$ cat src/rtl/xlat_pkg.sv
package xlat_pkg;

  localparam int EA_W  = 32;
  localparam int SEG_W = 32;
  localparam int PP_W  = 2;

  typedef enum logic [1:0] {
    AK_FETCH = 2'd0,
    AK_LOAD  = 2'd1,
    AK_STORE = 2'd2,
    AK_RSVD  = 2'd3
  } acc_kind_e;

  typedef enum logic [1:0] {
    FW_NONE   = 2'd0,
    FW_PROT   = 2'd1,
    FW_NOEXEC = 2'd2,
    FW_MISS   = 2'd3
  } fault_why_e;

  localparam logic [2:0] PRM_R = 3'b001;
  localparam logic [2:0] PRM_W = 3'b010;
  localparam logic [2:0] PRM_X = 3'b100;

  localparam logic [31:0] CODE_NOEXEC  = 32'h1000_0000;
  localparam logic [31:0] CODE_PROT_LD = 32'h0800_0000;
  localparam logic [31:0] CODE_PROT_ST = 32'h0A00_0000;
  localparam logic [31:0] CODE_MISS_LD = 32'h4000_0000;
  localparam logic [31:0] CODE_MISS_ST = 32'h4200_0000;

  localparam logic [8:0] DS_MEM_BUS = 9'h07F;

  // permission an access kind needs
  function automatic logic [2:0] need_of(acc_kind_e k);
    case (k)
      AK_FETCH: need_of = PRM_X;
      AK_STORE: need_of = PRM_W;
      default:  need_of = PRM_R;
    endcase
  endfunction

  // key + protection code to read/write/execute
  function automatic logic [2:0] page_prot(logic key, logic [PP_W-1:0] pp);
    logic rd;
    logic wr;
    if (!key) begin
      rd = 1'b1;
      wr = (pp != 2'd3);
    end else begin
      rd = (pp != 2'd0);
      wr = (pp == 2'd2);
    end
    page_prot = {rd, wr, rd};
  endfunction

  // fault reason + kind to the reported 32-bit word
  function automatic logic [31:0] fault_word(fault_why_e w, acc_kind_e k);
    logic st;
    st = (k == AK_STORE);
    case (w)
      FW_NOEXEC: fault_word = CODE_NOEXEC;
      FW_PROT:   fault_word = st ? CODE_PROT_ST : CODE_PROT_LD;
      FW_MISS:   fault_word = st ? CODE_MISS_ST : CODE_MISS_LD;
      default:   fault_word = 32'h0;
    endcase
  endfunction

endpackage

$ cat src/rtl/xlat_seg_pick.sv
module xlat_seg_pick
  import xlat_pkg::*;
#(
  parameter int SEG_BITS = 4,
  parameter int VSID_W   = 24
) (
  input  logic [(SEG_W << SEG_BITS)-1:0] seg_file,
  input  logic [SEG_BITS-1:0]            sel,
  output logic                           ds,
  output logic                           key_sup,
  output logic                           key_usr,
  output logic                           nx,
  output logic [8:0]                     bus_id,
  output logic [3:0]                     hi_nib,
  output logic [VSID_W-1:0]              vsid
);
  localparam int NSEG = 1 << SEG_BITS;

  logic [SEG_W-1:0] seg_arr [NSEG];
  logic [SEG_W-1:0] ent;

  genvar g;
  generate
    for (g = 0; g < NSEG; g++) begin : g_unpack
      assign seg_arr[g] = seg_file[g*SEG_W +: SEG_W];
    end
  endgenerate

  assign ent     = seg_arr[sel];
  assign ds      = ent[31];
  assign key_sup = ent[30];
  assign key_usr = ent[29];
  assign nx      = ent[28];
  assign bus_id  = ent[28:20];
  assign hi_nib  = ent[3:0];
  assign vsid    = ent[VSID_W-1:0];

endmodule

$ cat src/rtl/xlat_page_perm.sv
module xlat_page_perm
  import xlat_pkg::*;
(
  input  logic            user,
  input  logic            key_sup,
  input  logic            key_usr,
  input  logic [PP_W-1:0] pp,
  input  logic [2:0]      need,
  output logic            key,
  output logic [2:0]      pg_prot,
  output logic            pg_deny,
  output logic [2:0]      ds_prot,
  output logic            ds_deny
);
  assign key     = user ? key_usr : key_sup;
  assign pg_prot = page_prot(key, pp);
  assign pg_deny = |(need & ~pg_prot);
  assign ds_prot = key ? (PRM_R | PRM_W) : PRM_R;
  assign ds_deny = |(need & ~ds_prot);

  // direct-store write permission tracks the selected key
  always_comb begin
    key_ds_chk: assert (ds_prot[1] == (user ? key_usr : key_sup));
  end

endmodule

$ cat src/rtl/xlat_fault_enc.sv
module xlat_fault_enc
  import xlat_pkg::*;
(
  input  fault_why_e  why,
  input  acc_kind_e   kind,
  output logic        is_if,
  output logic        is_df,
  output logic [31:0] icode,
  output logic [31:0] dword
);
  logic [31:0] word;

  assign word  = fault_word(why, kind);
  assign is_if = (why != FW_NONE) && (kind == AK_FETCH);
  assign is_df = (why != FW_NONE) && (kind != AK_FETCH);
  assign icode = is_if ? word : 32'h0;
  assign dword = is_df ? word : 32'h0;

endmodule

$ cat src/rtl/xlat_fault_seq.sv
module xlat_fault_seq
  import xlat_pkg::*;
#(
  parameter int PG_BITS   = 12,
  parameter int SEG_BITS  = 4,
  parameter int VSID_W    = 24,
  parameter bit HAS_BLOCK = 1'b1
) (
  input  logic                           clk,
  input  logic                           rst_n,
  input  logic                           req_valid,
  output logic                           req_ready,
  input  logic [EA_W-1:0]                req_ea,
  input  logic [1:0]                     req_kind,
  input  logic                           req_user,
  input  logic                           req_ien,
  input  logic                           req_den,
  input  logic [(SEG_W << SEG_BITS)-1:0] seg_file,
  output logic                           blk_req_valid,
  input  logic                           blk_req_ready,
  output logic [EA_W-1:0]                blk_req_ea,
  output logic                           blk_req_fetch,
  output logic                           blk_req_user,
  input  logic                           blk_rsp_valid,
  input  logic                           blk_rsp_hit,
  input  logic [EA_W-PG_BITS-1:0]        blk_rsp_rpn,
  input  logic [2:0]                     blk_rsp_prot,
  output logic                           walk_req_valid,
  input  logic                           walk_req_ready,
  output logic [VSID_W-1:0]              walk_req_vsid,
  output logic [EA_W-SEG_BITS-PG_BITS-1:0] walk_req_pidx,
  input  logic                           walk_rsp_valid,
  input  logic                           walk_rsp_found,
  input  logic [EA_W-PG_BITS-1:0]        walk_rsp_rpn,
  input  logic [PP_W-1:0]                walk_rsp_pp,
  output logic                           done,
  output logic                           res_ok,
  output logic [EA_W-1:0]                real_addr,
  output logic [2:0]                     res_prot,
  output logic                           ifault,
  output logic [31:0]                    ifault_code,
  output logic                           dfault,
  output logic [EA_W-1:0]                dar,
  output logic [31:0]                    dsisr
);
  localparam int RPN_W  = EA_W - PG_BITS;
  localparam int PIDX_W = EA_W - SEG_BITS - PG_BITS;
  localparam int DS_LO  = EA_W - 4;

  typedef enum logic [2:0] {
    S_IDLE, S_EVAL, S_BLK_REQ, S_BLK_WAIT, S_SEG, S_WALK_REQ, S_WALK_WAIT
  } st_e;

  st_e          st, st_nx;
  logic [EA_W-1:0] cap_ea;
  acc_kind_e    cap_kind;
  logic         cap_user, cap_ien, cap_den;

  logic         xlat_off;
  logic [2:0]   need;
  logic         fin_valid, fin_ok;
  logic [EA_W-1:0] fin_addr;
  logic [2:0]   fin_prot;
  fault_why_e   fin_why;

  logic         sg_ds, sg_ks, sg_ku, sg_nx;
  logic [8:0]   sg_bus;
  logic [3:0]   sg_hi;
  logic [VSID_W-1:0] sg_vsid;

  logic         pm_key, pm_deny, ds_deny;
  logic [2:0]   pm_prot, ds_prot;

  logic         enc_if, enc_df;
  logic [31:0]  enc_icode, enc_dword;

  logic         blk_deny;
  logic         accept;

  assign accept   = req_valid && req_ready;
  assign req_ready = (st == S_IDLE);
  assign need     = need_of(cap_kind);
  assign xlat_off = (cap_kind == AK_FETCH) ? !cap_ien : !cap_den;
  assign blk_deny = |(need & ~blk_rsp_prot);

  xlat_seg_pick #(.SEG_BITS(SEG_BITS), .VSID_W(VSID_W)) u_seg (
    .seg_file (seg_file),
    .sel      (cap_ea[EA_W-1 -: SEG_BITS]),
    .ds       (sg_ds),
    .key_sup  (sg_ks),
    .key_usr  (sg_ku),
    .nx       (sg_nx),
    .bus_id   (sg_bus),
    .hi_nib   (sg_hi),
    .vsid     (sg_vsid)
  );

  xlat_page_perm u_perm (
    .user    (cap_user),
    .key_sup (sg_ks),
    .key_usr (sg_ku),
    .pp      (walk_rsp_pp),
    .need    (need),
    .key     (pm_key),
    .pg_prot (pm_prot),
    .pg_deny (pm_deny),
    .ds_prot (ds_prot),
    .ds_deny (ds_deny)
  );

  xlat_fault_enc u_enc (
    .why   (fin_why),
    .kind  (cap_kind),
    .is_if (enc_if),
    .is_df (enc_df),
    .icode (enc_icode),
    .dword (enc_dword)
  );

  // block matcher interface, present or tied off by parameter
  generate
    if (HAS_BLOCK) begin : g_blk
      assign blk_req_valid = (st == S_BLK_REQ);
      assign blk_req_ea    = cap_ea;
      assign blk_req_fetch = (cap_kind == AK_FETCH);
      assign blk_req_user  = cap_user;
    end else begin : g_noblk
      assign blk_req_valid = 1'b0;
      assign blk_req_ea    = '0;
      assign blk_req_fetch = 1'b0;
      assign blk_req_user  = 1'b0;
    end
  endgenerate

  assign walk_req_valid = (st == S_WALK_REQ);
  assign walk_req_vsid  = sg_vsid;
  assign walk_req_pidx  = cap_ea[EA_W-SEG_BITS-1:PG_BITS];

  // decision sequence
  always_comb begin
    st_nx     = st;
    fin_valid = 1'b0;
    fin_ok    = 1'b0;
    fin_addr  = cap_ea;
    fin_prot  = 3'b000;
    fin_why   = FW_NONE;
    case (st)
      S_IDLE: begin
        if (req_valid) st_nx = S_EVAL;
      end
      S_EVAL: begin
        if (xlat_off) begin
          fin_valid = 1'b1;
          fin_ok    = 1'b1;
          fin_prot  = PRM_R | PRM_W | PRM_X;
          st_nx     = S_IDLE;
        end else begin
          st_nx = HAS_BLOCK ? S_BLK_REQ : S_SEG;
        end
      end
      S_BLK_REQ: begin
        if (blk_req_ready) st_nx = S_BLK_WAIT;
      end
      S_BLK_WAIT: begin
        if (blk_rsp_valid) begin
          if (blk_rsp_hit) begin
            fin_valid = 1'b1;
            st_nx     = S_IDLE;
            if (blk_deny) begin
              fin_why = FW_PROT;
            end else begin
              fin_ok   = 1'b1;
              fin_addr = {blk_rsp_rpn, cap_ea[PG_BITS-1:0]};
              fin_prot = blk_rsp_prot;
            end
          end else begin
            st_nx = S_SEG;
          end
        end
      end
      S_SEG: begin
        if (sg_ds) begin
          fin_valid = 1'b1;
          st_nx     = S_IDLE;
          if (sg_bus == DS_MEM_BUS) begin
            fin_ok   = 1'b1;
            fin_addr = {sg_hi, cap_ea[DS_LO-1:0]};
            fin_prot = PRM_R | PRM_W | PRM_X;
          end else if (cap_kind == AK_FETCH) begin
            fin_why = FW_NOEXEC;
          end else if (ds_deny) begin
            fin_why = FW_PROT;
          end else begin
            fin_ok   = 1'b1;
            fin_prot = ds_prot;
          end
        end else if (cap_kind == AK_FETCH && sg_nx) begin
          fin_valid = 1'b1;
          fin_why   = FW_NOEXEC;
          st_nx     = S_IDLE;
        end else begin
          st_nx = S_WALK_REQ;
        end
      end
      S_WALK_REQ: begin
        if (walk_req_ready) st_nx = S_WALK_WAIT;
      end
      S_WALK_WAIT: begin
        if (walk_rsp_valid) begin
          fin_valid = 1'b1;
          st_nx     = S_IDLE;
          if (!walk_rsp_found) begin
            fin_why = FW_MISS;
          end else if (pm_deny) begin
            fin_why = FW_PROT;
          end else begin
            fin_ok   = 1'b1;
            fin_addr = {walk_rsp_rpn, cap_ea[PG_BITS-1:0]};
            fin_prot = pm_prot;
          end
        end
      end
      default: st_nx = S_IDLE;
    endcase
  end

  always_ff @(posedge clk) begin
    if (!rst_n) begin
      st       <= S_IDLE;
      cap_ea   <= '0;
      cap_kind <= AK_LOAD;
      cap_user <= 1'b0;
      cap_ien  <= 1'b0;
      cap_den  <= 1'b0;
    end else begin
      st <= st_nx;
      if (accept) begin
        cap_ea   <= req_ea;
        cap_kind <= acc_kind_e'(req_kind);
        cap_user <= req_user;
        cap_ien  <= req_ien;
        cap_den  <= req_den;
      end
    end
  end

  always_ff @(posedge clk) begin
    if (!rst_n) begin
      done        <= 1'b0;
      res_ok      <= 1'b0;
      real_addr   <= '0;
      res_prot    <= 3'b000;
      ifault      <= 1'b0;
      ifault_code <= '0;
      dfault      <= 1'b0;
      dar         <= '0;
      dsisr       <= '0;
    end else begin
      done <= fin_valid;
      if (fin_valid) begin
        res_ok      <= fin_ok;
        real_addr   <= fin_ok ? fin_addr : '0;
        res_prot    <= fin_ok ? fin_prot : 3'b000;
        ifault      <= enc_if;
        ifault_code <= enc_icode;
        dfault      <= enc_df;
        dar         <= enc_df ? cap_ea : '0;
        dsisr       <= enc_dword;
      end
    end
  end


  done_pulse_chk: assert property (@(posedge clk) disable iff (!rst_n)
    done |=> !done);


  hold_result_chk: assert property (@(posedge clk) disable iff (!rst_n)
    !done |-> ($stable(real_addr) && $stable(dsisr) && $stable(ifault_code)
               && $stable(dar) && $stable(res_ok)));


  one_outcome_chk: assert property (@(posedge clk) disable iff (!rst_n)
    done |-> ($countones({res_ok, ifault, dfault}) == 1));


  dar_load_chk: assert property (@(posedge clk) disable iff (!rst_n)
    (done && dfault) |-> (dar == cap_ea));


  fetch_no_dfault_chk: assert property (@(posedge clk) disable iff (!rst_n)
    (done && cap_kind == AK_FETCH) |-> !dfault);


  real_mode_chk: assert property (@(posedge clk) disable iff (!rst_n)
    (st == S_EVAL && xlat_off) |=> (done && res_ok && res_prot == 3'b111 && !blk_req_valid));


  blk_hold_chk: assert property (@(posedge clk) disable iff (!rst_n)
    (blk_req_valid && !blk_req_ready) |=> blk_req_valid);


  walk_hold_chk: assert property (@(posedge clk) disable iff (!rst_n)
    (walk_req_valid && !walk_req_ready) |=> walk_req_valid);

endmodule

$ cat config.mk
export PLATFORM = sky130hd
export DESIGN_NAME = xlat_fault_seq
export DESIGN_NICKNAME = d
export VERILOG_FILES = /design/src/rtl/xlat_pkg.sv /design/src/rtl/xlat_seg_pick.sv /design/src/rtl/xlat_page_perm.sv /design/src/rtl/xlat_fault_enc.sv /design/src/rtl/xlat_fault_seq.sv
export SDC_FILE = /design/constraint.sdc
export NUM_CORES = 1
export LEC_CHECK = 0
export BUFFER_PORTS_ARGS = -buffer_cell sky130_fd_sc_hd__buf_2
export CAP_MARGIN = 40
export CORE_AREA = 3 3 316 318
export DETAILED_ROUTE_END_ITERATION = 12
export DIE_AREA = 0 0 319 321
export RECOVER_POWER = 100
export REMOVE_ABC_BUFFERS = 1
export SLEW_MARGIN = 20
export SYNTH_ARGS = -nofsm -noshare
export SYNTH_HDL_FRONTEND = slang
export SYNTH_SLANG_ARGS = --single-unit
$ cat constraint.sdc
create_clock -name clk -period 3.2 [get_ports clk]
set_input_delay 0.64 -clock clk [delete_from_list [all_inputs] [get_ports clk]]
set_output_delay 0.64 -clock clk [all_outputs]
set_load 0.05 [all_outputs]
# Word level (Yosys, flattened, before mapping)
# Index checks and enable logic that the tools add are counted.
[totals]
regBits = 175
input_bits = 603
output_inout_bits = 212
[classes]
n_lt_le_gt_ge = 1
n_eq_ne = 18
muxes = 78
bitwise = 7
reduce_logical = 15
[op_table]
columns = ["cell", "n"]
rows = [
  ["32-bit 2-to-1 mux", 14],
  ["32-bit case mux with 3 select lines", 2],
  ["32-bit binary-select mux with 4-bit select", 1],
  ["3-bit 2-to-1 mux", 20],
  ["26-bit 2-to-1 mux", 2],
  ["1-bit 2-to-1 mux", 25],
  ["3-bit case mux with 7 select lines", 1],
  ["2-bit 2-to-1 mux", 8],
  ["3-bit case mux with 4 select lines", 1],
  ["3-bit bitwise AND", 3],
  ["3-bit equality test, second input constant", 3],
  ["9-bit by 7-bit equality test with 1-bit output, second input constant", 1],
  ["3-bit NOT", 3],
  ["3-bit OR reduction", 3],
  ["2-bit equality test, second input constant", 4],
  ["2-bit inequality test, second input constant", 4],
  ["1-bit case mux with 4 select lines", 2],
  ["3-bit by 2-bit equality test with 1-bit output, second input constant", 2],
  ["2-bit case mux with 3 select lines", 1],
  ["3-bit case mux with 2 select lines", 1],
  ["2-bit nonzero test", 3],
  ["5-bit greater-or-equal comparator, second input constant", 1],
  ["4-bit NOT with 5-bit output", 1],
  ["5-bit AND reduction", 1],
  ["7 further kinds", 12],
]

# Longest topological paths before layout
# Gate-level depths: netlist of the first run.
[logic_depth]
word_depth = 17
mapped_depth = 15
ltp_nobuf = 10

# Modules after synthesis
# Synthesis of the first run repeated with hierarchy kept, for this count alone.
[unflattened]
hier_cells = 1274
hier_area_um2 = 11604.9
[modules_own_cells]
columns = ["module", "n_inst", "cells_each", "area_each_um2", "seq_area_each_um2"]
rows = [
  ["xlat_fault_seq", 1, 907, 7200.7, 3503.4],
  ["xlat_seg_pick", 1, 280, 3796.1, 0.0],
  ["xlat_fault_enc", 1, 72, 506.7, 0.0],
  ["xlat_page_perm", 1, 15, 101.3, 0.0],
]

# Worst setup path after synthesis of the first run
# OpenSTA, ideal clock, no wires.
[synth_timing]
path_kind = "register to output"
from = "reg cap_ea[28] (netlist: blk_req_ea[28])"
to = "out walk_req_vsid[10]"
arrival_ps = 3062
required_time_ps = 2560
setup_slack_ps = -502
stages_incl_launch_ff = 10
n_path_buf = 7
path_cell_list = "dfxtp_1 -> buf_4 -> buf_12 -> buf_8 -> buf_6 -> buf_6 -> buf_6 -> buf_2 -> mux4_2 -> mux4_2"
[synth_via]
elab_chain_cells = 4
[synth_lines]
columns = ["element", "line_no", "source"]
rows = [
  ["start: declaration", "xlat_fault_seq.sv:55", "logic [EA_W-1:0] cap_ea;"],
  ["start signal: assignment", "xlat_fault_seq.sv:238", "cap_ea <= req_ea;"],
  ["4-bit NOT with 5-bit output (implied by the code)", "xlat_seg_pick.sv:29", "assign ent = seg_arr[sel];"],
  ["32-bit binary-select mux with 4-bit select", "xlat_seg_pick.sv:29", ""],
  ["32-bit 2-to-1 mux (implied by the code) (2 in series)", "xlat_seg_pick.sv:29", ""],
  ["end: declaration", "xlat_fault_seq.sv:30", "output logic [VSID_W-1:0] walk_req_vsid,"],
]
# No other way between the ends. The select of a mux whose other input is x is not followed.

# Worst setup path after layout of the first run
[layout_timing]
from = "reg cap_ea[28] (netlist: blk_req_ea[28])"
to = "out walk_req_vsid[3]"
# Same word-level chain as after synthesis.

==> results.md, run 1 <==
Status:
- The run finished, with violations left.
- The final reports fail on setup timing.

Detailed routing:
- The highest metal layer carrying signal wires in the routed design is met5.
- In the routed design, unresolved DRC markers number 0.
- The detailed router put a total of 32.8 mm of wire on met1.
- The total length of routed wires is 86.5 mm.
- In the final routed layout, each cell accounts on average for 28.2 um.
- The ratio of routed vias to standard cells is 3.85.
- The final route contains around 12k vias.
- Detailed routing placed a total of 9.56 mm of wire on met3.
- In this run the remaining antenna-violating nets after routing total 0.
- After detailed routing, the met2 layer carries 40.1 mm of wire.
- The number of optimization iterations in the first detailed-route pass is 5.
- The number of DRC markers in iteration 0 is 600.

Finish:
- At the end of the flow the core is filled with cells to 0.175.
- The area of all placed cells without fillers is 0.0169 sq mm.
- The number of nets in the finished design is about 2.4k.
- The post-synthesis to final-layout area growth is 77.7%.
- Of the cells placed in the final design, the portion with a size suffix greater than 1 is 0.577.
- Fill cells in the final layout number 11.0k.

Global routing:
- In the global route stage, overall resource usage came out at 0.162.
- The first-pass GRT wire length is around 110 mm.
- The number of global-route vias before repair was 11.7k.
- The number of antenna violations at the first check in global routing is between 100 and 150.
- Summed over all layers, the global routing overflow is 0.
- The pin count of the biggest net entering global routing is 68.

Synth:
- The synthesized design contains 119 register bits.
- The most used flip-flop cell after synthesis is sky130_fd_sc_hd__dfxtp_1.
- The sequential element share of the synthesized area is 0.250.
- Synthesis produced 918 cells.
- The average size of a mapped cell is 10.4 sq um.
- The arithmetic-cell share of the synthesized area counting full adders, half adders and majority gates is 0.
- The number of synthesized flops with an enable pin is 0.
- By area, the combinational part of the netlist is dominated by multiplexers.
- In the synthesized netlist the async set-or-reset flop fraction comes to 0.
- Measured against the total synthesized area, the mux share comes to 0.322.
- The compound-cell area share of the yosys netlist was 0.172.
- Of the total synthesized cell area, the portion taken by XOR and XNOR cells is 0.
- The count of synthesis-stage warnings from yosys is 0.
- The synthesized-area fraction occupied by and/or/nand/nor cells is 0.146.
- The distinct cell type count of the synthesized netlist is 68.
- The total standard cell area after synthesis is roughly 0.0095 sq mm.

Clock tree:
- In this run the number of H-tree levels came out at 4.
- After clock tree synthesis, the clock-pin slew on the worst setup and hold paths is 70 ps.
- The total number of clock tree sinks is 119.
- TritonCTS created 17 clock buffers.
- The clock reaches the later pin of the worst-skew pair after about 470 ps.
- The CTS tree is done.
- In this run the deepest clock path goes through 2 buffers.
- The clock tree root driver cell is sky130_fd_sc_hd__clkbuf_16.

Floorplan:
- The full die area is 0.102 sq mm.
- The horizontal die dimension is 319 um.
- The core area is slightly below 0.1 sq mm.
- The chip height is around 320 um.
- The number of top-level design ports is slightly above 800.
- Row generation in the floorplan step produced 114 rows.
- The initial utilization of the core area, before any placement, comes to 0.0984.

Timing:
- The final count of pins violating max slew came to 0.
- Setup repair after global routing could not meet its margin everywhere.
- The share of the clock period used by the worst path is 1.05.
- Across the routed clock network, the largest skew measured is 16.6 ps.
- At the pin with the least slew margin, the transition time is 1200 ps.
- Based on the critical path, the design can be clocked at up to about 300 MHz.
- The number of hold-slack violations in the final timing report is 0.
- The minimum period implied by the final worst setup slack is ~3300 ps.
- The final worst setup slack is -145 ps.
- The max-slew headroom at the worst pin is 0.197.
- Setup violations remaining at the end of the flow were counted as 57.

Hold path:
- The startpoint identified for the worst hold timing path is req_ea[28].
- The class of the most critical hold timing path is in2reg.

Place:
- The number of buffers added on ports is roughly 760.
- The congestion estimate from routability-driven global placement came to 0.897.
- Once placement finished, the instance area stood at 0.0152 sq mm.
- The total half-perimeter wirelength after legalization and detailed placement is 76.9 mm.

Setup path:
- The path type of the worst setup path is reg2out.
- At the worst endpoint, the arrival time is 2700 ps.
- STA classifies the critical path endpoint as an output pin.
- The startpoint kind of the worst setup timing path is a register.
- Data on the critical path is required at its endpoint by 2560 ps.
- The timing startpoint of the critical path is blk_req_ea[28]$_SDFFE_PN0P_.
- The biggest fanout along the worst timing path is 8.
- The worst register-to-register path begins at blk_req_ea[28]$_SDFFE_PN0P_.

Power and ir drop:
- The leakage dissipation is 0.00695 uW.
- The worst-case IR drop observed on VDD is approximately 0.31 mV.
- Dividing total power by cell area gives a power density of 387 mW/mm^2.
- The design draws 6560 uW.

Run:
- Max-cap violations in this run came to 0.
[kinds of logic (layout without fill, tap and decap cells)]
kind of cell | count (synthesis) | count (layout)
flip-flops | 119 | 119
buffers and inverters | 160 | 947
multiplexers | 161 | 161
AO/OA/AOI/OAI | 212 | 212
other | 1 | 93
AND/OR/NAND/NOR | 265 | 265
[metrics by stage]
step / setup WS (ps) / hold WS (ps) / setup TNS, ps / instances
4_1_cts: -164 / 361 / -5790 / 3024
2_1_floorplan: -5810 / 444 / -554190 / 818
5_1_grt: -175 / 390 / -10000 / 3056
3_3_place_gp: -299 / 434 / -17670 / 2954
6_report: -145 / 411 / -2210 / 3073
3_5_place_dp: -347 / 447 / -19970 / 2955
[timing repair]
item | CTS | global route
pin swaps | 9 | 19
resized for setup | 121 | 64
hold endpoints to repair | 0 | 0
gates cloned | 4 | 1
endpoints found under the setup margin | 91 | 96
buffers inserted | 33 | 11
hold buffers | 0 | 0
[metal layers]
layer / global-route usage / vias to the layer above
li1: - / 5156
met1: 0.182 / 5628
met2: 0.269 / 754
met3: 0.0778 / 239
met4: 0.0571 / 56
met5: 0 / -
[final timing paths]
kind,endpoint,slack [ps],cells past startpoint
hold / removal,blk_req_ea[28]$_SDFFE_PN0P_,410,3
setup / recovery,walk_req_vsid[3],-140,5
hold reg to reg,dfault$_SDFFE_PN0P_,460,1
setup reg to reg,dar[22]$_SDFFE_PN0P_,-70,16
[flip-flops by register name, indices dropped and copies added (netlist names), 2 cells and up]
name	flops
ifault_code	4
st	3
cap_kind	2
dsisr	4
real_addr	32
res_prot	3
dar	32
blk_req_ea	32
[synthesized netlist by cell type, drive strengths merged, types with 6 or more instances]
cell	n	area [sq um]
and3	21	131
nor3	9	45.0
o22ai	6	37.5
a221oi	23	220
and2	24	150
a211oi	8	60.1
mux4	116	2610
buf	114	870
mux2i	38	380
nor2	14	52.6
nand4b	17	155
nor2b	26	163
a21oi	18	93.8
dfxtp	119	2380
a22oi	26	200
nand2	121	457
mux2	7	78.8
clkbuf	41	154
a21boi	42	315
a22o	33	289
o21ai	31	155
nor3b	6	50.1
[layout make-up]
| class | count | area (sq um) | share of cell area |
|---|---|---|---|
| flip-flops and latches | 119 | 2390 | 0.141 |
| inverters | 5 | 21.3 | 0.00126 |
| multi-input cells | 694 | 6710 | 0.396 |
| diodes | 37 | 92.6 | 0.00547 |
| repair buffers | 910 | 5530 | 0.327 |
| clock buffers | 17 | 425 | 0.0251 |
| well taps | 1276 | 1600 | 0.0943 |
| clock inverters | 15 | 168 | 0.00990 |
[placed cells by master, fill, tap and decap left out, drive strengths merged, types with 24 or more instances in the layout]
cell,count
nor2b,26
a22o,33
o21ai,31
a21boi,42
diode,37
buf,771
a22oi,26
and2,24
conb,56
nand2,121
clkbuf,156
mux4,116
dfxtp,119
mux2i,38
[where the power goes]
| part | switching (uW) | total [uW] | internal [uW] |
|---|---|---|---|
| logic | 1700 | 2920 | 1220 |
| registers | 81.9 | 1620 | 1540 |
| clock network | 860 | 2020 | 1160 |
| total | 2640 | 6560 | 3920 |
[critical path, stage by stage, from the launching register on]
cell	delay, ps
sky130_fd_sc_hd__dfxtp_4	420
sky130_fd_sc_hd__buf_8	160
sky130_fd_sc_hd__buf_12	150
sky130_fd_sc_hd__mux4_2	590
sky130_fd_sc_hd__mux4_2	650
sky130_fd_sc_hd__buf_8	230
Power figures use the tool's default switching activity.
==> run 2: changes to the inputs <==
- CTS_CLUSTER_SIZE: default -> 25
- RECOVER_POWER: 100 -> 50
- SETUP_SLACK_MARGIN: default -> 0.4
==> run 2 against run 1 <==
The flow still finishes with violations (setup timing); fmax decreased by 0.54%; flip-flop and latch count stayed put; design area increased by 3.3%; worst setup slack got worse by 18 ps; clock-buffer cell count did not move; clock skew rose by 5.1 ps; via count is 1.0% higher; power increased by 2.9%; clock power about the same; largest cell class unchanged; highest routed layer unchanged; hold slack worse by 4.6 ps; critical path type unchanged; register-to-register slack gained 40 ps; largest power group unchanged; die area is the same.
==> results.md, run 2 (synthesis results as in run 1) <==
Status:
- The flow ran to the end, but the final reports show violations.
- The final reports fail on setup timing.

Setup path:
- The data required time of the worst path is 2560 ps.
- The path type of the worst setup path is reg2out.
- The worst setup path is launched from a register.
- The endpoint arrival time on the critical path is 2720 ps.
- In this run the worst path has a maximum fanout of 8.
- The type of element capturing the critical path is an output pin.

Clock tree:
- The CTS buffer count is 17.
- The H-tree was split into 4 levels.
- The number of hold buffers added after CTS was 0.
- The clock-pin slew on the worst setup and hold paths is ~70 ps.
- Counting every sink on the clock net gives approximately 120.
- The CTS tree is done.
- The clock tree root driver cell is sky130_fd_sc_hd__clkbuf_16.
- The largest buffer count on any clock path is 2.
- The clock latency of the later-clocked register in the worst-skew pair is approximately 470 ps.

Hold path:
- The class of the most critical hold timing path is in2reg.

Detailed routing:
- After detailed routing, the number of remaining DRC violations is 0.
- The final routed wire length divided by cell count is 28.5 um.
- The total length of routed wires is 88.1 mm.
- For this block, the via count after detailed routing is 12.0k.
- The ratio of routed vias to standard cells is 3.87.
- In this run the remaining antenna-violating nets after routing total 0.
- The pre-antenna-repair detailed-routing pass consisted of 5 iterations.
- The number of DRC markers in iteration 0 is 656.

Power and ir drop:
- The power density over the cells is 386 mW/mm^2.
- The leakage dissipation is 0.00732 uW.
- The worst-case IR drop observed on VDD is 0.310 mV.

Finish:
- In the layout the commonest cells are sky130_fd_sc_hd__buf_2 (644), sky130_fd_sc_hd__mux4_2 (116), sky130_fd_sc_hd__dfxtp_1 (115).
- Leaving out fill and tap cells, the most frequent cell in the layout is sky130_fd_sc_hd__buf_2.
- The net count of the finished layout is 2,370.
- Once layout is done, the placed cells without fillers occupy 0.0175 sq mm.
- Of the cells placed in the final design, the portion with a size suffix greater than 1 is 0.616.
- After filler insertion, the fill cell instance count of the layout stands at around 11k.
- The post-synthesis to final-layout area growth is 83.5%.
- Leaving out filler cells and counting taps, the final layout contains 3,092.
- The fraction of the core area covered by cells at the end of the flow is 0.181.

Floorplan:
- The core area is slightly below 0.1 sq mm.
- The die is 319 um wide.
- Pin placement for this block handled 815 I/O pins.
- After floorplanning, the core was divided into 114 placement rows.
- The full die area is 0.102 sq mm.
- The chip height is 321 um.
- For this configuration, the core starts out at a cell density of 0.0984.

Global routing:
- The number of antenna violations at the first check in global routing was 114.
- The first global-routing pass estimated 111 mm of wire.
- The number of global-route vias before repair is about 12k.
- For this run, the total global-route usage over all layers was measured as 0.164.
- The final global-route overflow total is 0.
- Entering global routing, the biggest net connects 68 pins.

Place:
- At the placement stage, the worst setup path has a slack of -347 ps.
- The area of placed instances is 0.0152 sq mm.
- The HPWL after detailed placement is between 70 and 80 mm.
- The final RePlAce weighted congestion is approximately 0.9.
- The number of cells in the design after placement is roughly 3.0k.
- In this run the tool buffered the top-level ports with 758 buffer cells.

Timing:
- The minimum period implied by the final worst setup slack is around 3400 ps.
- The number of hold-slack violations in the final timing report was 0.
- Between clock sinks in the finished design, the worst skew comes to 21.7 ps.
- Measured against its own limit, the worst slew margin works out to 0.408.
- The worst hold slack after final layout is 406 ps.
- For the pin with the worst max-slew slack, the measured transition is 891 ps.
- In the finished design, the share of the clock period the worst path needs comes to 1.05.
- Timing would allow up to 297 MHz.
- Setup repair after global routing could not meet its margin everywhere.
- Setup violations remaining at the end of the flow were counted as 27.
- The final worst setup slack is -163 ps.
- The final count of pins violating max slew is 0.

Run:
- The tool flagged a number of max-cap violations equal to 0.
-- run 2: changes by cell type in the layout (fill, tap and decap cells not counted), sizes merged --
cell	previous run	this run
bufbuf	0	1
clkbuf	156	110
buf	771	836
diode	37	36
-- run 2: path summary, 6_finish.rpt --
path	cells after the start	start	endpoint	slack [ps]
setup / recovery	5	blk_req_ea[28]$_SDFFE_PN0P_	walk_req_vsid[3]	-160
hold / removal	3	req_ea[28]	blk_req_ea[28]$_SDFFE_PN0P_	410
setup reg to reg	16	blk_req_ea[28]$_SDFFE_PN0P_	real_addr[26]$_SDFFE_PN0P_	-30
hold reg to reg	1	dfault$_SDFFE_PN0P_	dfault$_SDFFE_PN0P_	460
-- run 2: cell type report --
type / count / area [sq um] / share of cell area
antenna: 36 / 90.1 / 0.00515
clock buffer: 17 / 425 / 0.0243
clock inverter: 15 / 168 / 0.00959
inverter: 5 / 21.3 / 0.00122
multi-input combinational: 694 / 6820 / 0.390
sequential: 119 / 2390 / 0.137
tap: 1276 / 1600 / 0.0913
timing repair buffer: 930 / 5980 / 0.342
-- run 2: what timing repair did --
item                       in CTS  in global routing
pin swaps                      30                 33
hold endpoints to repair        0                  0
resized for setup             182                 59
gates cloned                    9                  5
setup endpoints to repair     104                105
setup buffers                  45                  9
-- run 2: metrics by stage --
| stage | setup TNS (ps) | power (uW) |
|---|---|---|
| after CTS | -3700 | 6770 |
| after detailed placement | -19970 | 4310 |
| after floorplan | -554190 | 3030 |
| after global placement | -17670 | 4290 |
| final | -907 | 6750 |
| after global routing | -7540 | 7070 |
-- run 2: critical path: stages (launching register included) --
cell and delay [ps]:
sky130_fd_sc_hd__dfxtp_4 440, sky130_fd_sc_hd__buf_8 160, sky130_fd_sc_hd__buf_12 150, sky130_fd_sc_hd__mux4_2 590
sky130_fd_sc_hd__mux4_2 650, sky130_fd_sc_hd__buf_8 220
-- run 2: routing by layer --
layer / track usage / vias up / part of all wire
li1: - / 5181 / -
met1: 0.186 / 5719 / 0.39
met2: 0.278 / 794 / 0.47
met3: 0.0735 / 210 / 0.10
met4: 0.0456 / 50 / 0.034
met5: 0 / - / 0.0039
-- run 2: report_power, final --
part	internal, uW	switching (uW)	leakage, uW	total [uW]
Clock	1160	866	0.000291	2030
Sequential	1540	83.5	0.000969	1620
Combinational	1340	1760	0.00606	3100
Total	4040	2710	0.00732	6750
==> run 3: changes to the inputs <==
- ABC_AREA: default -> 1
- CORE_AREA: 3 3 316 318 -> 3 3 318 320
- DIE_AREA: 0 0 319 321 -> 0 0 321 323
==> run 3 against run 2 <==
The run now ends clean; sequential power is 19% higher; global-route usage is 1.8 points lower; largest cell class unchanged; critical endpoint unchanged; non-clock buffer count is 7 lower; cell count is 29% higher; worst setup slack better by 430 ps; largest power group unchanged.
==> results.md, run 3 <==
Status:
- The flow ran to the end, and the final reports show no timing, DRC or antenna violations.

Synth:
- Counting distinct cell types in the post-synthesis netlist gives 34.
- Summed over all instances, the cell type with the most area after synthesis is sky130_fd_sc_hd__dfxtp_1.
- The synthesized netlist occupies a cell area of 0.0108 sq mm.
- The most used flip-flop cell after synthesis is sky130_fd_sc_hd__dfxtp_1.
- The async set or reset register ratio after synthesis is 0.
- Counting instances in the post-synthesis netlist gives the leading cell types as sky130_fd_sc_hd__nand2_1 (481), sky130_fd_sc_hd__o21ai_0 (229), sky130_fd_sc_hd__nor2_1 (213).
- The top-area cell type share of the netlist area is 0.220.
- During synthesis, Yosys emitted a total of 0 warnings.
- The sequential element share of the synthesized area is 0.220.
- The number of synthesized flops with an enable pin is 0.
- The dominant cell by count in the synthesized netlist is sky130_fd_sc_hd__nand2_1.
- Sorting the synthesized cells by area gives the leading types as sky130_fd_sc_hd__dfxtp_1 (22%), sky130_fd_sc_hd__nand2_1 (17%), sky130_fd_sc_hd__o21ai_0 (11%), sky130_fd_sc_hd__nand3_1 (8.0%), sky130_fd_sc_hd__nor2_1 (7.4%).
- Synthesis handed over a netlist of 1,894 instances.
- A synthesized cell averages 5.71 sq um.
- The number of storage elements in the synthesis netlist is approximately 120.

Setup path:
- The reg-to-reg critical path endpoint is res_ok$_SDFFE_PN0P_.
- The launch instance of the worst register-to-register path is blk_req_ea[28]$_SDFFE_PN0P_.
- In this run the register-to-register setup slack is 360 ps.
- The type of element capturing the critical path is an output pin.
- The critical path is of the reg2out type.
- The length in cells of the worst reg-to-reg path is 21.
- The data required time of the worst path is 2560 ps.
- STA classifies the critical path startpoint as a register.
- For the worst setup path, the data arrival time is 2290 ps.
- In this run the worst setup path begins at blk_req_ea[28]$_SDFFE_PN0P_.
- In this run the worst path has a maximum fanout of 7.

Global routing:
- The number of global-route vias before repair is 15.1k.
- The first-pass GRT wire length is 110 mm.
- The global-route layer with the greatest usage is met2.
- For met1 alone, demand over resource in global routing was 0.196.
- The final global-route overflow total is 0.
- The number of antenna violations at the first check in global routing is 49.
- Entering global routing, the biggest net connects 76 pins.
- For this run, global-route usage on met3 was measured as 0.0415.
- In the global route stage, met2 resource usage came out at 0.232.
- In the global route stage, overall resource usage came out at 0.146.

Timing:
- The final count of pins violating max slew is 0.
- Dividing the final minimum period by the clock period gives 0.916.
- The number of setup violations in the final report is 0.
- Measured against its own limit, the worst slew margin works out to 0.305.
- The transition time at the pin with the least slew margin is 1040 ps.
- The final worst clock skew is 22.0 ps.
- The number of hold-slack violations in the final timing report is 0.
- Setup repair after global routing could not meet its margin everywhere.
- The maximum operating frequency is ~340 MHz.
- The minimum period implied by the final worst setup slack is 2930 ps.
- For the final routed database, the setup TNS stands at 0 ps.

Clock tree:
- The clock latency of the later-clocked register in the worst-skew pair is about 440 ps.
- The clock tree root driver cell is sky130_fd_sc_hd__clkbuf_16.
- TritonCTS built the clock tree.
- Clock-pin slew was measured on the worst setup and hold paths at 60 ps.
- In this run, CTS created clock tree buffers numbering 17.
- The deepest level of the CTS H-tree is 4.
- The total number of clock tree sinks is around 120.
- Counting along the longest clock path gives a buffer depth of 2.
- The number of hold buffers added after CTS was 0.

Floorplan:
- The core area is 0.0984 sq mm.
- For this configuration, the core starts out at a cell density of 0.110.
- The floorplan step defined a die boundary enclosing 0.104 sq mm.
- The horizontal die dimension is 321 um.
- The number of top-level design ports is 815.
- The floorplan step set the die height to 323 um.
- The standard-cell row count is 115.

Detailed routing:
- The ratio of routed vias to standard cells is 4.14.
- The final routed wire length divided by cell count is 20.9 um.
- For this run, the detailed router's first-pass iteration total came to 5.
- The routed layout has 16.5k vias.
- The routed design has about 83 mm of wire.
- The total DRC errors in the routed layout is 0.
- The number of DRC markers in iteration 0 is 1,365.
- The count of nets left with antenna violations once routing finished came out at 0.

Power and ir drop:
- The leakage dissipation is 0.00875 uW.
- IR analysis of the VDD net gives a maximum drop of 0.530 mV.
- The power density over the cells is 752 mW/mm^2.

Hold path:
- The endpoint of the worst hold-timing path is cap_kind[0]$_SDFFE_PN1P_.
- The path class of the tightest hold or removal check is in2reg.
- The hold path startpoint is req_kind[0].
- Along the worst hold path, the cell count comes to 3.

Finish:
- In the layout the commonest cells are sky130_fd_sc_hd__buf_2 (619), sky130_fd_sc_hd__nand2_1 (455), sky130_fd_sc_hd__nor2_1 (197).
- The share of final-layout standard cells stronger than drive strength 1 is 0.369.
- Leaving out fill and tap cells, the most frequent cell in the layout is sky130_fd_sc_hd__buf_2.
- Leaving out filler cells and counting taps, the final layout contains 3,990.
- After the last flow step, the layout net total stands at approximately 3.3k.
- The post-synthesis to final-layout area growth is 76.7%.

Run:
- The reported max-cap violation count is 0.

Place:
- The final RePlAce weighted congestion is just over 0.9.
- Detailed placement finished with a half-perimeter wire length of 61.0 mm.
- The number of buffers added on ports is 758.
- The number of cells in the design after placement is 3,853.
-- run 3: cell types whose count changed in the layout (fill, tap and decap cells not counted), sizes merged, moves of 32 or more --
| cell | previous run | this run |
|---|---|---|
| nand2 | 121 | 482 |
| clkbuf | 110 | 142 |
| mux2i | 38 | 0 |
| mux4 | 116 | 0 |
| o21ai | 31 | 240 |
| o211ai | 4 | 56 |
| a21oi | 18 | 121 |
| a21boi | 42 | 1 |
| o221ai | 0 | 57 |
| buf | 836 | 797 |
| a22o | 33 | 0 |
| inv | 10 | 166 |
| nor2 | 14 | 216 |
| nand3 | 5 | 177 |
-- run 3: metal layers --
metal	wire (um)	share of wire
met3	8030	0.096
met1	35800	0.43
met4	2430	0.029
met5	76	0.00091
met2	36900	0.44
-- run 3: metrics by stage --
stage	util	cell area [sq um]	setup WS, ps	hold slack, ps	power [uW]
final	0.194	19100	269	419	14400
after global routing	0.194	19100	149	416	15100
after CTS	0.185	18200	284	398	13700
after detailed placement	0.164	16200	161	425	9960
after global placement	0.164	16200	161	422	9960
after floorplan	-	9760	-6370	429	6460
-- run 3: kinds of logic (layout without fill, tap and decap cells) --
family | after synthesis | in the layout | share of synthesized area
other cells | 1 | 73 | 0.000347
compound gates | 500 | 500 | 0.269
buf+inv | 383 | 1120 | 0.173
simple gates | 891 | 891 | 0.338
flops | 119 | 119 | 0.220
-- run 3: timing repair --
item | CTS | global route
gates resized for setup | 167 | 173
setup buffers | 28 | 29
pin swaps | 44 | 75
endpoints found under the setup margin | 96 | 99
cloned | 23 | 8
-- run 3: layout make-up --
class,instances,area (sq um)
Antenna cell,17,42.5
Clock buffer,19,454
Clock inverter,13,158
Fill cell,11300,79300
Inverter,162,666
Multi-Input combinational cell,1447,7470
Sequential cell,119,2390
Tap cell,1287,1610
Timing Repair Buffer,923,6280
Timing Repair inverter,3,26.3
-- run 3: worst max-delay path by stage --
stage | to | cells past startpoint
3_5_place_dp | res_ok$_SDFFE_PN0P_ | 16
3_3_place_gp | res_ok$_SDFFE_PN0P_ | 16
6_report | walk_req_vsid[3] | 11
4_1_cts | walk_req_vsid[3] | 11
2_1_floorplan | dar[28]$_SDFFE_PN0P_ | 13
5_1_grt | walk_req_vsid[3] | 11
-- run 3: worst max-delay path, stage by stage (launching register included) --
cell and delay (ps):
sky130_fd_sc_hd__dfxtp_4 390, sky130_fd_sc_hd__buf_12 150, sky130_fd_sc_hd__buf_16 150, sky130_fd_sc_hd__buf_12 130
sky130_fd_sc_hd__buf_12 110, sky130_fd_sc_hd__buf_16 110, sky130_fd_sc_hd__o21ai_2 50, sky130_fd_sc_hd__o211ai_1 220
sky130_fd_sc_hd__nand3_1 120, sky130_fd_sc_hd__nand2_1 90, sky130_fd_sc_hd__buf_6 160, sky130_fd_sc_hd__buf_12 150
-- run 3: power by group --
part / internal (uW) / switching, uW
combinational: 3770 / 6580
clock: 1220 / 858
sequential: 1700 / 229
